**src/rtl/rnq_pkg.sv**
```systemverilog
package rnq_pkg;

    localparam int unsigned DEF_ARCH  = 8;
    localparam int unsigned DEF_DEPTH = 4;
    localparam int unsigned DEF_CKPT  = 4;

    // why the rename port refuses a request this cycle
    typedef enum logic [1:0] {
        STALL_NONE    = 2'd0,
        STALL_FULL    = 2'd1,
        STALL_CKPT    = 2'd2,
        STALL_RECOVER = 2'd3
    } stall_cause_e;

endpackage

```
**src/rtl/rnq_ctr.sv**
```systemverilog
module rnq_ctr #(
    parameter int unsigned W = 2
) (
    input  logic         clk,
    input  logic         rst_n,
    input  logic         inc,
    input  logic         load,
    input  logic [W-1:0] load_val,
    output logic [W-1:0] val
);

    typedef struct packed {
        logic [W-1:0] cnt;
    } ctr_st_t;

    ctr_st_t st_d, st_q;

    always_comb begin
        st_d = st_q;
        if (load) begin
            st_d.cnt = load_val;
        end else if (inc) begin
            st_d.cnt = st_q.cnt + W'(1);
        end
    end

    always_ff @(posedge clk or negedge rst_n) begin
        if (!rst_n) begin
            st_q <= '0;
        end else begin
            st_q <= st_d;
        end
    end

    assign val = st_q.cnt;

endmodule

```
**src/rtl/rnq_ptr_bank.sv**
```systemverilog
module rnq_ptr_bank #(
    parameter int unsigned NUM_ARCH = 8,
    parameter int unsigned PW       = 2,
    localparam int unsigned AW      = $clog2(NUM_ARCH)
) (
    input  logic                     clk,
    input  logic                     rst_n,
    input  logic                     head_inc,
    input  logic [AW-1:0]            head_idx,
    input  logic                     tail_inc,
    input  logic [AW-1:0]            tail_idx,
    input  logic                     tail_load,
    input  logic [NUM_ARCH*PW-1:0]   tail_load_val,
    output logic [NUM_ARCH*PW-1:0]   heads,
    output logic [NUM_ARCH*PW-1:0]   tails
);

    for (genvar g = 0; g < NUM_ARCH; g++) begin : g_reg
        logic hit_head;
        logic hit_tail;

        assign hit_head = head_inc && (head_idx == AW'(g));
        assign hit_tail = tail_inc && (tail_idx == AW'(g));

        // head: count only, never reloaded
        rnq_ctr #(.W(PW)) u_head (
            .clk      (clk),
            .rst_n    (rst_n),
            .inc      (hit_head),
            .load     (1'b0),
            .load_val ({PW{1'b0}}),
            .val      (heads[g*PW +: PW])
        );

        // tail: count on rename, parallel load on recovery
        rnq_ctr #(.W(PW)) u_tail (
            .clk      (clk),
            .rst_n    (rst_n),
            .inc      (hit_tail),
            .load     (tail_load),
            .load_val (tail_load_val[g*PW +: PW]),
            .val      (tails[g*PW +: PW])
        );
    end

endmodule

```
**src/rtl/rnq_ckpt_store.sv**
```systemverilog
module rnq_ckpt_store #(
    parameter int unsigned NUM_ARCH = 8,
    parameter int unsigned PW       = 2,
    parameter int unsigned NUM_CKPT = 4,
    localparam int unsigned CW      = $clog2(NUM_CKPT),
    localparam int unsigned SW      = NUM_ARCH * PW
) (
    input  logic          clk,
    input  logic          rst_n,
    input  logic          take,
    input  logic [SW-1:0] cur_tails,
    input  logic          res_valid,
    input  logic [CW-1:0] res_id,
    input  logic          res_miss,
    output logic          avail,
    output logic [CW-1:0] alloc_id,
    output logic          restore,
    output logic [SW-1:0] restore_tails
);

    typedef struct packed {
        logic [NUM_CKPT-1:0]         busy;
        logic [CW-1:0]               aptr;
        logic [NUM_CKPT-1:0][SW-1:0] snap;
    } ck_st_t;

    ck_st_t st_d, st_q;

    logic          stop_walk;
    logic [CW-1:0] walk_idx;

    assign restore       = res_valid && res_miss && st_q.busy[res_id];
    assign restore_tails = st_q.snap[res_id];
    assign avail         = !st_q.busy[st_q.aptr];
    assign alloc_id      = st_q.aptr;

    always_comb begin
        st_d      = st_q;
        stop_walk = 1'b0;
        walk_idx  = res_id;
        if (restore) begin
            // release the entry and every younger one up to the allocation pointer
            for (int k = 0; k < int'(NUM_CKPT); k++) begin
                walk_idx = res_id + CW'(k);
                if (k != 0 && walk_idx == st_q.aptr) begin
                    stop_walk = 1'b1;
                end
                if (!stop_walk) begin
                    st_d.busy[walk_idx] = 1'b0;
                end
            end
            st_d.aptr = res_id;
        end else begin
            if (res_valid && !res_miss && st_q.busy[res_id]) begin
                st_d.busy[res_id] = 1'b0;
            end
            if (take) begin
                st_d.busy[st_q.aptr] = 1'b1;
                st_d.snap[st_q.aptr] = cur_tails;
                st_d.aptr            = st_q.aptr + CW'(1);
            end
        end
    end

    always_ff @(posedge clk or negedge rst_n) begin
        if (!rst_n) begin
            st_q <= '0;
        end else begin
            st_q <= st_d;
        end
    end

endmodule

```
**src/rtl/rnq_rename_top.sv**
```systemverilog
module rnq_rename_top
    import rnq_pkg::*;
#(
    parameter int unsigned NUM_ARCH = DEF_ARCH,
    parameter int unsigned DEPTH    = DEF_DEPTH,
    parameter int unsigned NUM_CKPT = DEF_CKPT,
    localparam int unsigned AW      = $clog2(NUM_ARCH),
    localparam int unsigned PW      = $clog2(DEPTH),
    localparam int unsigned CW      = $clog2(NUM_CKPT),
    localparam int unsigned TW      = AW + PW
) (
    input  logic          clk,
    input  logic          rst_n,
    input  logic          ren_valid,
    input  logic          ren_is_branch,
    input  logic [AW-1:0] ren_dst,
    input  logic [AW-1:0] ren_src0,
    input  logic [AW-1:0] ren_src1,
    output logic          ren_stall,
    output logic [TW-1:0] ren_dst_tag,
    output logic [TW-1:0] ren_src0_tag,
    output logic [TW-1:0] ren_src1_tag,
    output logic [CW-1:0] ren_ckpt_id,
    input  logic          commit_valid,
    input  logic [AW-1:0] commit_dst,
    input  logic          br_res_valid,
    input  logic [CW-1:0] br_res_id,
    input  logic          br_mispredict
);

    localparam int unsigned SW = NUM_ARCH * PW;

    function automatic logic [PW-1:0] pick(input logic [SW-1:0] flat, input logic [AW-1:0] idx);
        logic [PW-1:0] r;
        r = '0;
        for (int i = 0; i < int'(NUM_ARCH); i++) begin
            if (idx == AW'(i)) begin
                r = flat[i*PW +: PW];
            end
        end
        return r;
    endfunction

    logic [SW-1:0] heads_w;
    logic [SW-1:0] tails_w;
    logic [SW-1:0] restore_tails_w;
    logic          restore_w;
    logic          ck_avail;
    logic [CW-1:0] ck_alloc;

    logic [PW-1:0] dst_head;
    logic [PW-1:0] dst_tail;
    logic [PW-1:0] dst_next;
    logic          dst_full;
    logic          fire;
    logic          tail_step;
    logic          ck_take;
    stall_cause_e  cause;

    assign dst_head = pick(heads_w, ren_dst);
    assign dst_tail = pick(tails_w, ren_dst);
    assign dst_next = dst_tail + PW'(1);
    assign dst_full = (dst_head == dst_next);

    always_comb begin
        cause = STALL_NONE;
        if (ren_valid) begin
            if (restore_w) begin
                cause = STALL_RECOVER;
            end else if (ren_is_branch) begin
                if (!ck_avail) cause = STALL_CKPT;
            end else if (dst_full) begin
                cause = STALL_FULL;
            end
        end
    end

    assign fire      = ren_valid && (cause == STALL_NONE);
    assign tail_step = fire && !ren_is_branch;
    assign ck_take   = fire && ren_is_branch;

    assign ren_stall    = (cause != STALL_NONE);
    assign ren_dst_tag  = {ren_dst, dst_next};
    assign ren_src0_tag = {ren_src0, pick(tails_w, ren_src0)};
    assign ren_src1_tag = {ren_src1, pick(tails_w, ren_src1)};
    assign ren_ckpt_id  = ck_alloc;

    rnq_ptr_bank #(.NUM_ARCH(NUM_ARCH), .PW(PW)) u_ptrs (
        .clk           (clk),
        .rst_n         (rst_n),
        .head_inc      (commit_valid),
        .head_idx      (commit_dst),
        .tail_inc      (tail_step),
        .tail_idx      (ren_dst),
        .tail_load     (restore_w),
        .tail_load_val (restore_tails_w),
        .heads         (heads_w),
        .tails         (tails_w)
    );

    rnq_ckpt_store #(.NUM_ARCH(NUM_ARCH), .PW(PW), .NUM_CKPT(NUM_CKPT)) u_ckpt (
        .clk           (clk),
        .rst_n         (rst_n),
        .take          (ck_take),
        .cur_tails     (tails_w),
        .res_valid     (br_res_valid),
        .res_id        (br_res_id),
        .res_miss      (br_mispredict),
        .avail         (ck_avail),
        .alloc_id      (ck_alloc),
        .restore       (restore_w),
        .restore_tails (restore_tails_w)
    );

endmodule

```
**config.mk**
```make
export PLATFORM = sky130hd
export DESIGN_NAME = rnq_rename_top
export DESIGN_NICKNAME = d
export VERILOG_FILES = /design/src/rtl/rnq_pkg.sv /design/src/rtl/rnq_ctr.sv /design/src/rtl/rnq_ptr_bank.sv /design/src/rtl/rnq_ckpt_store.sv /design/src/rtl/rnq_rename_top.sv
export SDC_FILE = /design/constraint.sdc
export NUM_CORES = 1
export LEC_CHECK = 0
export BUFFER_PORTS_ARGS = -buffer_cell sky130_fd_sc_hd__buf_2
export CORE_MARGIN = 2
export CORE_UTILIZATION = 55
export CTS_CLUSTER_DIAMETER = 60
export DETAILED_ROUTE_END_ITERATION = 12
export PLACE_DENSITY = 0.77
export SETUP_SLACK_MARGIN = 0.4
export SLEW_MARGIN = 10
export SYNTH_ARGS = -nofsm -noshare
export SYNTH_HDL_FRONTEND = slang
export SYNTH_SLANG_ARGS = --single-unit
```
**constraint.sdc**
```tcl
create_clock -name clk -period 2.5 [get_ports clk]
set_clock_uncertainty 0.1 [all_clocks]
set_input_delay 0.25 -clock clk [delete_from_list [all_inputs] [get_ports clk]]
set_output_delay 0.25 -clock clk [all_outputs]
set_load 0.01 [all_outputs]
```
# After elaboration in Yosys (flattened, before gate mapping)
# Cells that the tools add are included.
# op_classes
bitwise,10
muxes,88
reduce_logical,46
n_eq_ne,32
magnitude_cmp,10
addsub,21
# op_table
op,count
two-way mux 2 bit,52
two-way mux 70 bit,1
bitwise mux 64 bit,1
"== test 3 bit, second input constant",16
"adder 2 x 1 -> 2 bit, second input constant",19
binary-select mux 16 bit (select 2 bit),1
demux 16 bit (select 2 bit),1
two-way mux 16 bit,2
two-way mux 4 bit,8
logical AND 1 bit,28
"== test 3 x 2 -> 1 bit, second input constant",8
nonzero test 2 bit,10
bitwise AND 4 bit,4
inverter 4 bit,4
"less-than comparator 2 x 3 -> 1 bit, second input constant",5
two-way mux 1 bit,14
"== test 3 x 1 -> 1 bit, second input constant",4
zero test 3 bit,4
demux 1 bit (select 2 bit),5
"greater-or-equal comparator 2 x 1 -> 1 bit, second input constant",5
== test 2 bit,4
two-way mux 6 bit,1
"adder 2 bit, second input constant",2
binary-select mux 1 bit (select 2 bit),2
other kinds (5),6
# totals
inputBits,21
ff_bits,102

# Longest topological paths before layout
# Gate-level depths: netlist of the first run.
# logic_depth
depth_word,21
ltp_mapped,12
ltp_nobuf,8

# Cells and area by module
# From an unflattened synthesis of the first run, not the netlist that was laid out.
# hier_totals
cells_unflattened,492
hier_area_um2,6353.6
# by_module_without_submodules
module,seq_area_each_um2,area_per_inst_um2,n_inst,cells_each
rnq_ckpt_store,1751.7,3691.0,1,232
rnq_ctr,50.0,100.1,16,9
rnq_rename_top,0.0,864.6,1,99
rnq_ptr_bank,0.0,196.4,1,17

# Worst setup path after synthesis of the first run
# Ideal clock, no wire load.
# synth_path
path_kind,input to output
start,in ren_dst[0]
end,out ren_stall
path_slack_ns,-0.207
arrival_time_ns,2.357
n_path_buf,3
stages,11
cell_sequence,buf_6 -> mux4_1 -> nand2_1 -> nand3_1 -> xor2_1 -> a211oi_1 -> or2_1 -> buf_6 -> buf_6 -> mux2_2 -> o21a_1
# synth_via
elab_chain_cells,16
# synth_rtl
element,line_no,text
from (decl),rnq_rename_top.sv:16,"input logic [AW-1:0] ren_dst,"
zero test 3 bit,rnq_rename_top.sv:37,if (idx == AW'(i)) begin
two-way mux 2 bit (8 in series),rnq_rename_top.sv:37,
adder 2 x 1 -> 2 bit,rnq_rename_top.sv:62,assign dst_next = dst_tail + PW'(1);
== test 2 bit *,rnq_rename_top.sv:63,assign dst_full = (dst_head == dst_next);
two-way mux 1 bit *,rnq_rename_top.sv:72,end else if (dst_full) begin
two-way mux 2 bit *,rnq_rename_top.sv:70,end else if (ren_is_branch) begin
two-way mux 2 bit *,rnq_rename_top.sv:68,if (restore_w) begin
two-way mux 2 bit *,rnq_rename_top.sv:67,if (ren_valid) begin
nonzero test 2 bit *,rnq_rename_top.sv:82,assign ren_stall = (cause != STALL_NONE);
to (decl),rnq_rename_top.sv:19,"output logic ren_stall,"
# Mark *: on every way between the ends. The rest lies on a longest branch, timed or not.

# Final worst setup path of the first run
# layout_path
start,"reg u_ptrs.g_reg[1].u_head.st_q, in the netlist u_ptrs.g_reg[1].u_head.val[1]"
end,out ren_stall
# layout_via
elab_chain_cells,13
# layout_rtl
element,line_no,text
from (decl),rnq_ctr.sv:16,"ctr_st_t st_d, st_q;"
from (signal assigned),rnq_ctr.sv:31,st_q <= st_d;
two-way mux 2 bit (7 in series),rnq_rename_top.sv:37,
== test 2 bit,rnq_rename_top.sv:63,
two-way mux 1 bit,rnq_rename_top.sv:72,
two-way mux 2 bit,rnq_rename_top.sv:70,
two-way mux 2 bit,rnq_rename_top.sv:68,
two-way mux 2 bit,rnq_rename_top.sv:67,
nonzero test 2 bit,rnq_rename_top.sv:82,
# No other way between the ends.

==> results of run 1 <==
[cells in the final DEF (no fill, tap or decap), types with 4 or more instances in the layout]
cell	n
o21ai_0	6
nor2b_1	5
mux4_2	32
buf_12	8
buf_4	52
nand2_8	11
a31oi_1	10
mux2i_1	4
inv_1	9
or3_1	8
o21ai_1	7
buf_2	32
dfrtp_1	102
buf_6	34
o211ai_1	5
nand3_1	15
nand2_2	5
ha_1	8
buf_8	8
nand2_1	19
nor2_1	19
a222oi_1	4
xnor2_1	18
nand4_1	7
mux2_4	67
clkbuf_8	9
[where the power goes]
part / internal (mW) / switching, mW
logic: 3.04 / 2.47
clock network: 0.377 / 0.648
registers: 2.44 / 0.592
total: 5.86 / 3.72
[how the worst max path moves through the flow]
stage / slack (ps) / to
after floorplan: -130 / ren_stall
after global placement: -290 / u_ptrs.g_reg[2].u_tail.val[0]
after detailed placement: -410 / u_ptrs.g_reg[2].u_tail.val[0]
after CTS: -560 / ren_stall
after global routing: -650 / ren_stall
final: -590 / ren_stall
[worst reg2reg max path, stage by stage, from the launching register on]
cell,delay [ps]
dfrtp_1,410
mux4_2,470
mux2_4,290
mux2i_4,200
nor4b_4,160
or2_1,250
buf_4,150
buf_6,130
buf_8,130
o31a_1,280
o31a_1,280
[cells in the mapped netlist (all sizes together)]
cell type	instances	area share, %
nand2	29	2.1
o31ai	2	0.27
nand2b	2	0.22
a31oi	13	1.4
nor4	1	0.11
nor3b	1	0.13
mux2	69	14
nand3b	2	0.27
a211oi	1	0.13
a222oi	4	0.71
o311ai	1	0.16
nor2	21	1.4
a21bo	1	0.18
o21ai	15	1.3
o21a	1	0.13
clkbuf	14	0.93
inv	10	0.67
xor2	3	0.47
buf	28	3.5
nand4	7	0.78
or4	2	0.27
and3	2	0.22
mux4	32	13
nor2b	5	0.55
a21oi	4	0.35
nor3	4	0.55
nand3	16	1.4
and2	1	0.11
o221ai	1	0.16
o211ai	5	0.67
nand4b	1	0.16
or2	1	0.11
ha	8	1.8
or3	11	1.2
dfrtp	102	45
a22oi	1	0.13
o31a	2	0.31
xnor2	21	3.3
mux2i	7	1.5
nor4b	2	0.42
[cell families after synthesis]
| kind of cell | after synthesis | synth area share (%) |
|---|---|---|
| AOI/OAI and AO/OA | 51 | 5.967 |
| xor gates and xnor gates | 24 | 3.727 |
| adders and majority gates | 8 | 1.775 |
| buffers and inverters | 52 | 5.080 |
| DFF | 102 | 45.25 |
| muxes | 108 | 28.15 |
| and+or+nand+nor | 108 | 10.05 |
[area by class of cell]
class / count / share of cell area, %
Clock buffer: 9 / 1.609
Inverter: 10 / 0.4877
Clock inverter: 7 / 0.7153
Sequential cell: 102 / 33.17
Timing Repair Buffer: 137 / 16.58
Multi-Input combinational cell: 306 / 45.28
Tap cell: 133 / 2.162
[repair_timing]
item	CTS	global route
pin swaps	5	29
hold buffers	1	0
cloned	7	2
buffers inserted	27	13
endpoints found under the setup margin	93	93
gates resized for setup	132	49
hold endpoints to repair	42	0
[layer usage]
metal	vias up	part of all wire [%]	global-route usage, %
met3	139	9.8	5.690
met2	379	48	52.86
met5	-	0	0
met1	2327	35	41.47
met4	0	7.4	13.52
li1	1893	-	-
[through the flow]
stage | std cells | area, µm² | total power, mW
after CTS | 689 | 7322 | 8.542
after global placement | 638 | 6228 | 6.126
after global routing | 704 | 7696 | 9.904
final | 704 | 7696 | 9.572
after detailed placement | 638 | 6228 | 6.328
after floorplan | 453 | 5736 | 5.161
==> flow_summary.json, run 1 <==
{
  "status": "complete, but fails checks",
  "failed_checks": "setup timing",
  "crit_cells": 8,
  "worst_path_most_repeated_cell": "mux2_4",
  "die_y_um": 105.3,
  "cts.root.buffer_cell": "clkbuf_8",
  "synth.avg_cell_area_um2": 12.45,
  "hp-class": "in -> reg",
  "num_rows": 36,
  "crit_chain": "mux4_2, mux2_4, mux2i_4, nor4b_4, or2_1, mux2_4, o21a_1, buf_2",
  "fillers": 520,
  "leakagePower_nw": 3.454,
  "synthCells": 453,
  "post-route-drc-count": 0,
  "arrival_ps": 2740,
  "drt_iter0_drc": 498,
  "end_kind": "output port",
  "clock_sinks": 102,
  "whs_path_depth": 3,
  "min-delay-start": "commit_dst[1]",
  "grt_max_degree": 61,
  "worst_slack_ps": -592.9,
  "numCtsBuffers": 9,
  "area_growth_pct": 36.45,
  "rsz0062_at_grt": "yes",
  "hold_viol": 0,
  "wl_per_cell_um": 26.74,
  "cts_tree": "built",
  "yosysSeqAreaShare_pct": 45.25,
  "multiInputGateArea_um2": 3485,
  "synth_area_um2": 5640,
  "setup_tns_ps": -6072,
  "ir_drop_mv": 0.6116,
  "ant_nets": 0,
  "post-route-min-period_ps": 3093,
  "grt_pass1_wl_um": 27100,
  "cp_top_family": "multiplexers",
  "critPathKind": "reg -> out",
  "hold_slack_ps": 80.46,
  "pre_cts_slack_ps": -405.5,
  "slowest_stage": "mux4_2",
  "synth-seq-cells": 102,
  "maxCapViolations": 0,
  "min_to": "u_ptrs.g_reg[6].u_head.val[0]",
  "crit_fanout": 2,
  "ys.warnings.count": 0,
  "slowest_delay_ps": 470,
  "setup-violations-final": 17,
  "antenna_cells": 0,
  "drv_slew": 0,
  "dp_hpwl_um": 8713,
  "tightestPinTransition_ps": 870.3,
  "slew_headroom_pct": 41.98,
  "post-route-util_pct": 78.02,
  "crit_buf_inv": 1,
  "viasPerCell": 6.730,
  "die-area_um2": 11080,
  "first_pass_iters": 8,
  "htreeDepth": 3,
  "initial_utilization_pct": 57.18,
  "clkLatencyLatePin_ps": 390,
  "required_ps": 2150,
  "wl_um": 18830,
  "die_x_um": 105.3,
  "grt_pass1_vias": 4821,
  "pin_count": 39,
  "antenna_found_initial": 0,
  "p_per_area_nw_per_um2": 1244,
  "rr_worst_depth": 10,
  "regArea_um2": 2552,
  "cts_buffer_depth": 2,
  "gp_congestion": 0.9444,
  "io_buffers": 38,
  "clkTransAtPathRegs_ps": 110,
  "grt_overflow": 0,
  "grt_use_total_pct": 31.89,
  "r2r_slack_ps": -460,
  "synth_nets": 482,
  "regToRegStartpoint": "u_ptrs.g_reg[1].u_head.val[1]",
  "synth_cell_types": 50,
  "max_freq_mhz": 323.3,
  "cp-start-kind": "flop",
  "r2r-end": "u_ptrs.g_reg[5].u_tail.val[1]",
  "layout-drive-gt1-share_pct": 52.54,
  "core_um2": 9864,
  "nets": 595,
  "startpoint": "u_ptrs.g_reg[1].u_head.val[1]",
  "min_period_over_period_pct": 123.7,
  "vias": 4738
}
No activity file was read; power rests on OpenSTA's default activity.
==> run 2: changes to the inputs <==
--- a/config.mk
+++ b/config.mk
@@ -6,11 +6,13 @@
 export NUM_CORES = 1
 export LEC_CHECK = 0
 export BUFFER_PORTS_ARGS = -buffer_cell sky130_fd_sc_hd__buf_2
+export CELL_PAD_IN_SITES_DETAIL_PLACEMENT = 1
+export CELL_PAD_IN_SITES_GLOBAL_PLACEMENT = 1
 export CORE_MARGIN = 2
-export CORE_UTILIZATION = 55
+export CORE_UTILIZATION = 45
 export CTS_CLUSTER_DIAMETER = 60
 export DETAILED_ROUTE_END_ITERATION = 12
-export PLACE_DENSITY = 0.77
+export PLACE_DENSITY_LB_ADDON = 0.1
 export SETUP_SLACK_MARGIN = 0.4
 export SLEW_MARGIN = 10
 export SYNTH_ARGS = -nofsm -noshare
==> run 2 against run 1 <==
The run still ends with setup timing left. Routed wire length increased by 5.8%. Largest cell class unchanged. Sequential power about the same. Global-route usage fell by 2.8 points. Critical path type unchanged. Final area rose by 2.7%.
==> flow_summary.json, run 2 (synthesis gave the netlist of run 1 again) <==
{
  "rr_worst_depth": 10,
  "maxCapViolations": 0,
  "whs_path_depth": 3,
  "end_kind": "output port",
  "pre_cts_slack_ps": -442.4,
  "drv_slew": 0,
  "setup-violations-final": 16,
  "grt_pass1_vias": 4779,
  "cts_buffer_depth": 2,
  "numCtsBuffers": 9,
  "die_y_um": 116.0,
  "grt_pass1_wl_um": 28590,
  "slowest_stage": "mux4_2",
  "r2r_slack_ps": -490,
  "post-route-min-period_ps": 3087,
  "antenna_found_initial": 0,
  "r2r-end": "u_ptrs.g_reg[2].u_tail.val[0]",
  "io_buffers": 38,
  "die-area_um2": 13450,
  "mostFrequentLayoutCells": "dfrtp_1 (102), mux2_4 (67), buf_4 (53)",
  "required_ps": 2150,
  "fillers": 1167,
  "crit_fanout": 2,
  "placed_cell_area_um2": 6280,
  "worst_slack_ps": -587.4,
  "viasPerCell": 6.112,
  "wl_per_cell_um": 26.89,
  "first_pass_iters": 5,
  "slowest_delay_ps": 460,
  "hold_viol": 0,
  "hp-class": "in -> reg",
  "antenna_cells": 0,
  "core_um2": 12110,
  "power_mw": 10.15,
  "clkTransAtPathRegs_ps": 70,
  "ir_drop_mv": 0.5852,
  "drt_iter0_drc": 356,
  "failed_checks": "setup timing",
  "p_per_area_nw_per_um2": 1284,
  "dp.cells": 674,
  "cts_tree": "built",
  "worst_path_most_repeated_cell": "mux2_4",
  "ant_nets": 0,
  "cts.root.buffer_cell": "clkbuf_16",
  "area_growth_pct": 40.15,
  "initial_utilization_pct": 46.57,
  "final_cell_count_no_fill": 741,
  "arrival_ps": 2740,
  "leakagePower_nw": 3.535,
  "tightestPinTransition_ps": 710.1,
  "final_common_cell": "dfrtp_1",
  "max_freq_mhz": 323.9,
  "status": "complete, but fails checks",
  "clkLatencyLatePin_ps": 370,
  "dp_hpwl_um": 10100,
  "wl_um": 19930,
  "min_to": "u_ptrs.g_reg[6].u_head.val[0]",
  "design_area_um2": 7905,
  "gp_congestion": 0.8444,
  "cp-start-kind": "flop",
  "clock_sinks": 102,
  "min-delay-start": "commit_dst[1]",
  "regToRegStartpoint": "u_ptrs.g_reg[1].u_head.val[1]",
  "grt_use_total_pct": 29.07,
  "num_rows": 40,
  "critPathKind": "reg -> out",
  "nets": 598,
  "post-route-drc-count": 0,
  "layout-drive-gt1-share_pct": 53.23,
  "rsz0062_at_grt": "yes",
  "slew_headroom_pct": 52.66,
  "die_x_um": 116.0,
  "htreeDepth": 3,
  "grt_max_degree": 41,
  "crit_chain": "mux4_2, mux2_4, mux2i_4, nor4b_4, or2_4, mux2_4, o21a_1, buf_2",
  "vias": 4529,
  "grt_overflow": 0,
  "min_period_over_period_pct": 123.5,
  "pin_count": 39
}
==> run 2: timing repair <==
action | in CTS | in global routing
gates cloned | 8 | 3
buffers inserted | 27 | 13
resized for setup | 128 | 48
hold buffers | 1 | 0
pin swaps | 8 | 22
endpoints found under the hold margin | 36 | 0
setup endpoints to repair | 93 | 93
==> run 2: stage by stage <==
stage          hold slack, ps  TNS, ps  util, %
6_report                130.2    -5468    65.27
2_1_floorplan          -145.6   -148.0        -
3_5_place_dp            160.1    -5090    51.85
5_1_grt                 160.2    -6627    65.27
3_3_place_gp            162.5    -3037    51.85
4_1_cts                 119.1    -4415    62.19
==> run 2: worst max-delay path by stage <==
| stage | slack, ps | startpoint | endpoint |
|---|---|---|---|
| 2_1_floorplan | -130 | ren_dst[0] | ren_stall |
| 3_3_place_gp | -290 | ren_dst[0] | u_ptrs.g_reg[2].u_tail.val[0] |
| 3_5_place_dp | -440 | ren_dst[0] | u_ptrs.g_reg[2].u_tail.val[0] |
| 4_1_cts | -570 | u_ptrs.g_reg[1].u_head.val[1] | ren_stall |
| 5_1_grt | -640 | u_ptrs.g_reg[1].u_head.val[1] | ren_stall |
| 6_report | -590 | u_ptrs.g_reg[1].u_head.val[1] | ren_stall |
==> run 2: area by class of cell <==
cell class                      count  area [µm²]  share of cell area [%]
Clock buffer                       10       239.0                   3.023
Inverter                           10       37.54                  0.4748
Clock inverter                      5       57.56                  0.7281
Multi-Input combinational cell    307        3497                   44.24
Tap cell                          168       210.2                   2.659
Sequential cell                   102        2552                   32.29
Timing Repair Buffer              139        1311                   16.59
==> run 2: power by group <==
part	switching (mW)	leakage, nW	internal [mW]	total, mW
clock	0.669	0.149	0.801	1.47
sequential	0.568	1.24	2.45	3.01
combinational	2.51	2.14	3.16	5.67
total	3.75	3.54	6.40	10.2
==> run 2: worst max-delay path: cells and delay by family (launching register included) <==
kind	cells	cell delay, ps
compound gates	1	190
flops	1	400
simple gates	2	420
buf+inv	1	140
mux	4	1230
==> run 2: metal layers <==
| metal | vias up | GRT usage, % | wire length [µm] |
|---|---|---|---|
| met4 | 0 | 11.19 | 633 |
| li1 | 1899 | - | - |
| met1 | 2388 | 37.72 | 8114 |
| met3 | 46 | 6.642 | 1015 |
| met2 | 196 | 47.80 | 10170 |
| met5 | - | 0 | 0 |
==> run 3: changes to the inputs <==
--- a/config.mk
+++ b/config.mk
@@ -13,6 +13,7 @@
 export CTS_CLUSTER_DIAMETER = 60
 export DETAILED_ROUTE_END_ITERATION = 12
 export PLACE_DENSITY_LB_ADDON = 0.1
+export REMOVE_ABC_BUFFERS = 1
 export SETUP_SLACK_MARGIN = 0.4
 export SLEW_MARGIN = 10
 export SYNTH_ARGS = -nofsm -noshare
==> run 3 against run 2 <==
The run still ends with setup timing left. Total power down 0.20%. Global-route usage shrank 2.5 points. Routed wire length shrank 3.9%. Hold slack lost 13 ps. Critical path type unchanged. Largest power group unchanged.
==> flow_summary.json, run 3 (synthesis gave the netlist of run 1 again) <==
{
  "status": "complete, but fails checks",
  "failed_checks": "setup timing",
  "setup-violations-final": 16,
  "crit_chain": "mux4_2, mux2_4, mux2i_4, nor4b_4, or2_4, mux2_2, o21a_1, buf_2",
  "leakagePower_nw": 3.564,
  "clkLatencyLatePin_ps": 360,
  "wl_per_cell_um": 26.06,
  "crit_fanout": 2,
  "drt_iter0_drc": 271,
  "grt_max_degree": 62,
  "slowest_stage": "mux4_2",
  "antenna_found_initial": 0,
  "drv_slew": 0,
  "min_period_over_period_pct": 123.4,
  "num_rows": 40,
  "cp-endpoint": "ren_stall",
  "antenna_cells": 0,
  "hold_viol": 0,
  "maxCapViolations": 0,
  "rsz0062_at_grt": "yes",
  "pre_cts_slack_ps": -560.2,
  "numCtsBuffers": 9,
  "dp_hpwl_um": 10480,
  "die-area_um2": 13450,
  "p_per_area_nw_per_um2": 1286,
  "max_freq_mhz": 324.1,
  "wl_um": 19160,
  "layout-drive-gt1-share_pct": 53.62,
  "required_ps": 2150,
  "setup_tns_ps": -6643,
  "startpoint": "u_ptrs.g_reg[5].u_head.val[1]",
  "regToRegStartpoint": "u_ptrs.g_reg[5].u_head.val[1]",
  "critPathKind": "reg -> out",
  "nets": 591,
  "grt_overflow": 0,
  "hp-class": "in -> reg",
  "grt_pass1_wl_um": 25920,
  "end_kind": "output port",
  "clkTransAtPathRegs_ps": 70,
  "tightestPinTransition_ps": 586.4,
  "pin_count": 39,
  "post-route-drc-count": 0,
  "io_buffers": 38,
  "regArea_um2": 2552,
  "die_x_um": 116.0,
  "rr_worst_depth": 10,
  "viasPerCell": 5.928,
  "core_um2": 12110,
  "cts_buffer_depth": 2,
  "gp_congestion": 0.8775,
  "grt_use_total_pct": 26.55,
  "vias": 4357,
  "post-route-util_pct": 65.05,
  "ant_nets": 0,
  "r2r_slack_ps": -570,
  "worst_slack_ps": -585.9,
  "arrival_ps": 2740,
  "cts_tree": "built",
  "mostFrequentLayoutCells": "dfrtp_1 (102), mux2_4 (62), buf_4 (59)",
  "crit_buf_inv": 1,
  "htreeDepth": 3,
  "final_common_cell": "dfrtp_1",
  "clock_sinks": 102,
  "post-route-min-period_ps": 3086,
  "multiInputGateArea_um2": 3373,
  "fillers": 1196,
  "slowest_delay_ps": 470,
  "cp_top_family": "multiplexers",
  "grt_pass1_vias": 4623,
  "area_growth_pct": 39.69,
  "first_pass_iters": 7,
  "crit_cells": 8,
  "r2r-end": "u_ptrs.g_reg[3].u_tail.val[0]",
  "cts.root.buffer_cell": "clkbuf_16",
  "ir_drop_mv": 0.6022,
  "initial_utilization_pct": 46.57,
  "die_y_um": 116.0,
  "slew_headroom_pct": 60.83,
  "cp-start-kind": "flop"
}
[run 3: cell count changes in the layout (fill, tap and decap cells not counted), sizes merged]
cell,before,now
bufinv,1,3
clkinv,3,0
nand2,37,29
inv,11,13
clkinvlp,0,1
[run 3: per-layer routing]
layer | routed length [µm] | GRT usage (%) | up-vias
met5 | 0 | 0 | -
met4 | 775 | 10.56 | 0
met3 | 883 | 6.224 | 47
met2 | 9790 | 45.26 | 142
met1 | 7708 | 32.76 | 2284
li1 | - | - | 1884
[run 3: worst min path at each step]
stage / from / end / slack (ps) / cells after the start
final: commit_dst[1] / u_ptrs.g_reg[7].u_head.val[0] / 120 / 3
after global routing: commit_dst[1] / u_ptrs.g_reg[7].u_head.val[0] / 130 / 3
after CTS: commit_dst[1] / u_ptrs.g_reg[7].u_head.val[0] / 110 / 3
after detailed placement: rst_n / u_ckpt.alloc_id[0] / 140 / 1
after global placement: rst_n / u_ckpt.alloc_id[0] / 130 / 1
after floorplan: rst_n / async pin / -150 / 0
[run 3: power breakdown]
group	internal [mW]	total [mW]	switching (mW)
logic	3.10	5.40	2.30
clock network	0.994	1.68	0.683
registers	2.44	3.05	0.610
[run 3: repair_timing]
action | CTS | global route
resized for setup | 94 | 91
setup endpoints to repair | 88 | 91
setup buffers | 14 | 12
hold endpoints to repair | 32 | 0
cloned | 5 | 4
hold buffers | 1 | 0
pin swaps | 15 | 32
[run 3: cell type report]
cell class	instances	share of cell area [%]
clock buffer	9	2.859
clock inverter	7	1.604
inverter	10	0.5082
multi-input combinational	299	42.81
sequential	102	32.40
tap	168	2.668
timing repair buffer	140	17.15
[run 3: per-stage QoR]
stage	total power [mW]	cells	area, µm²	hold WS, ps
floorplan	4.872	411	5391	-145.6
global placement	6.253	683	6327	132.6
detailed placement	6.417	683	6327	135.8
CTS	8.966	719	7307	106.5
global route	10.57	735	7879	131.0
finish	10.13	735	7879	116.8
[run 3: worst min-delay path, delay by kind of cell]
family / cells / cell delay [ps]
xor gates and xnor gates: 1 / 60
and+or+nand+nor: 1 / 90
buffers and inverters: 1 / 140
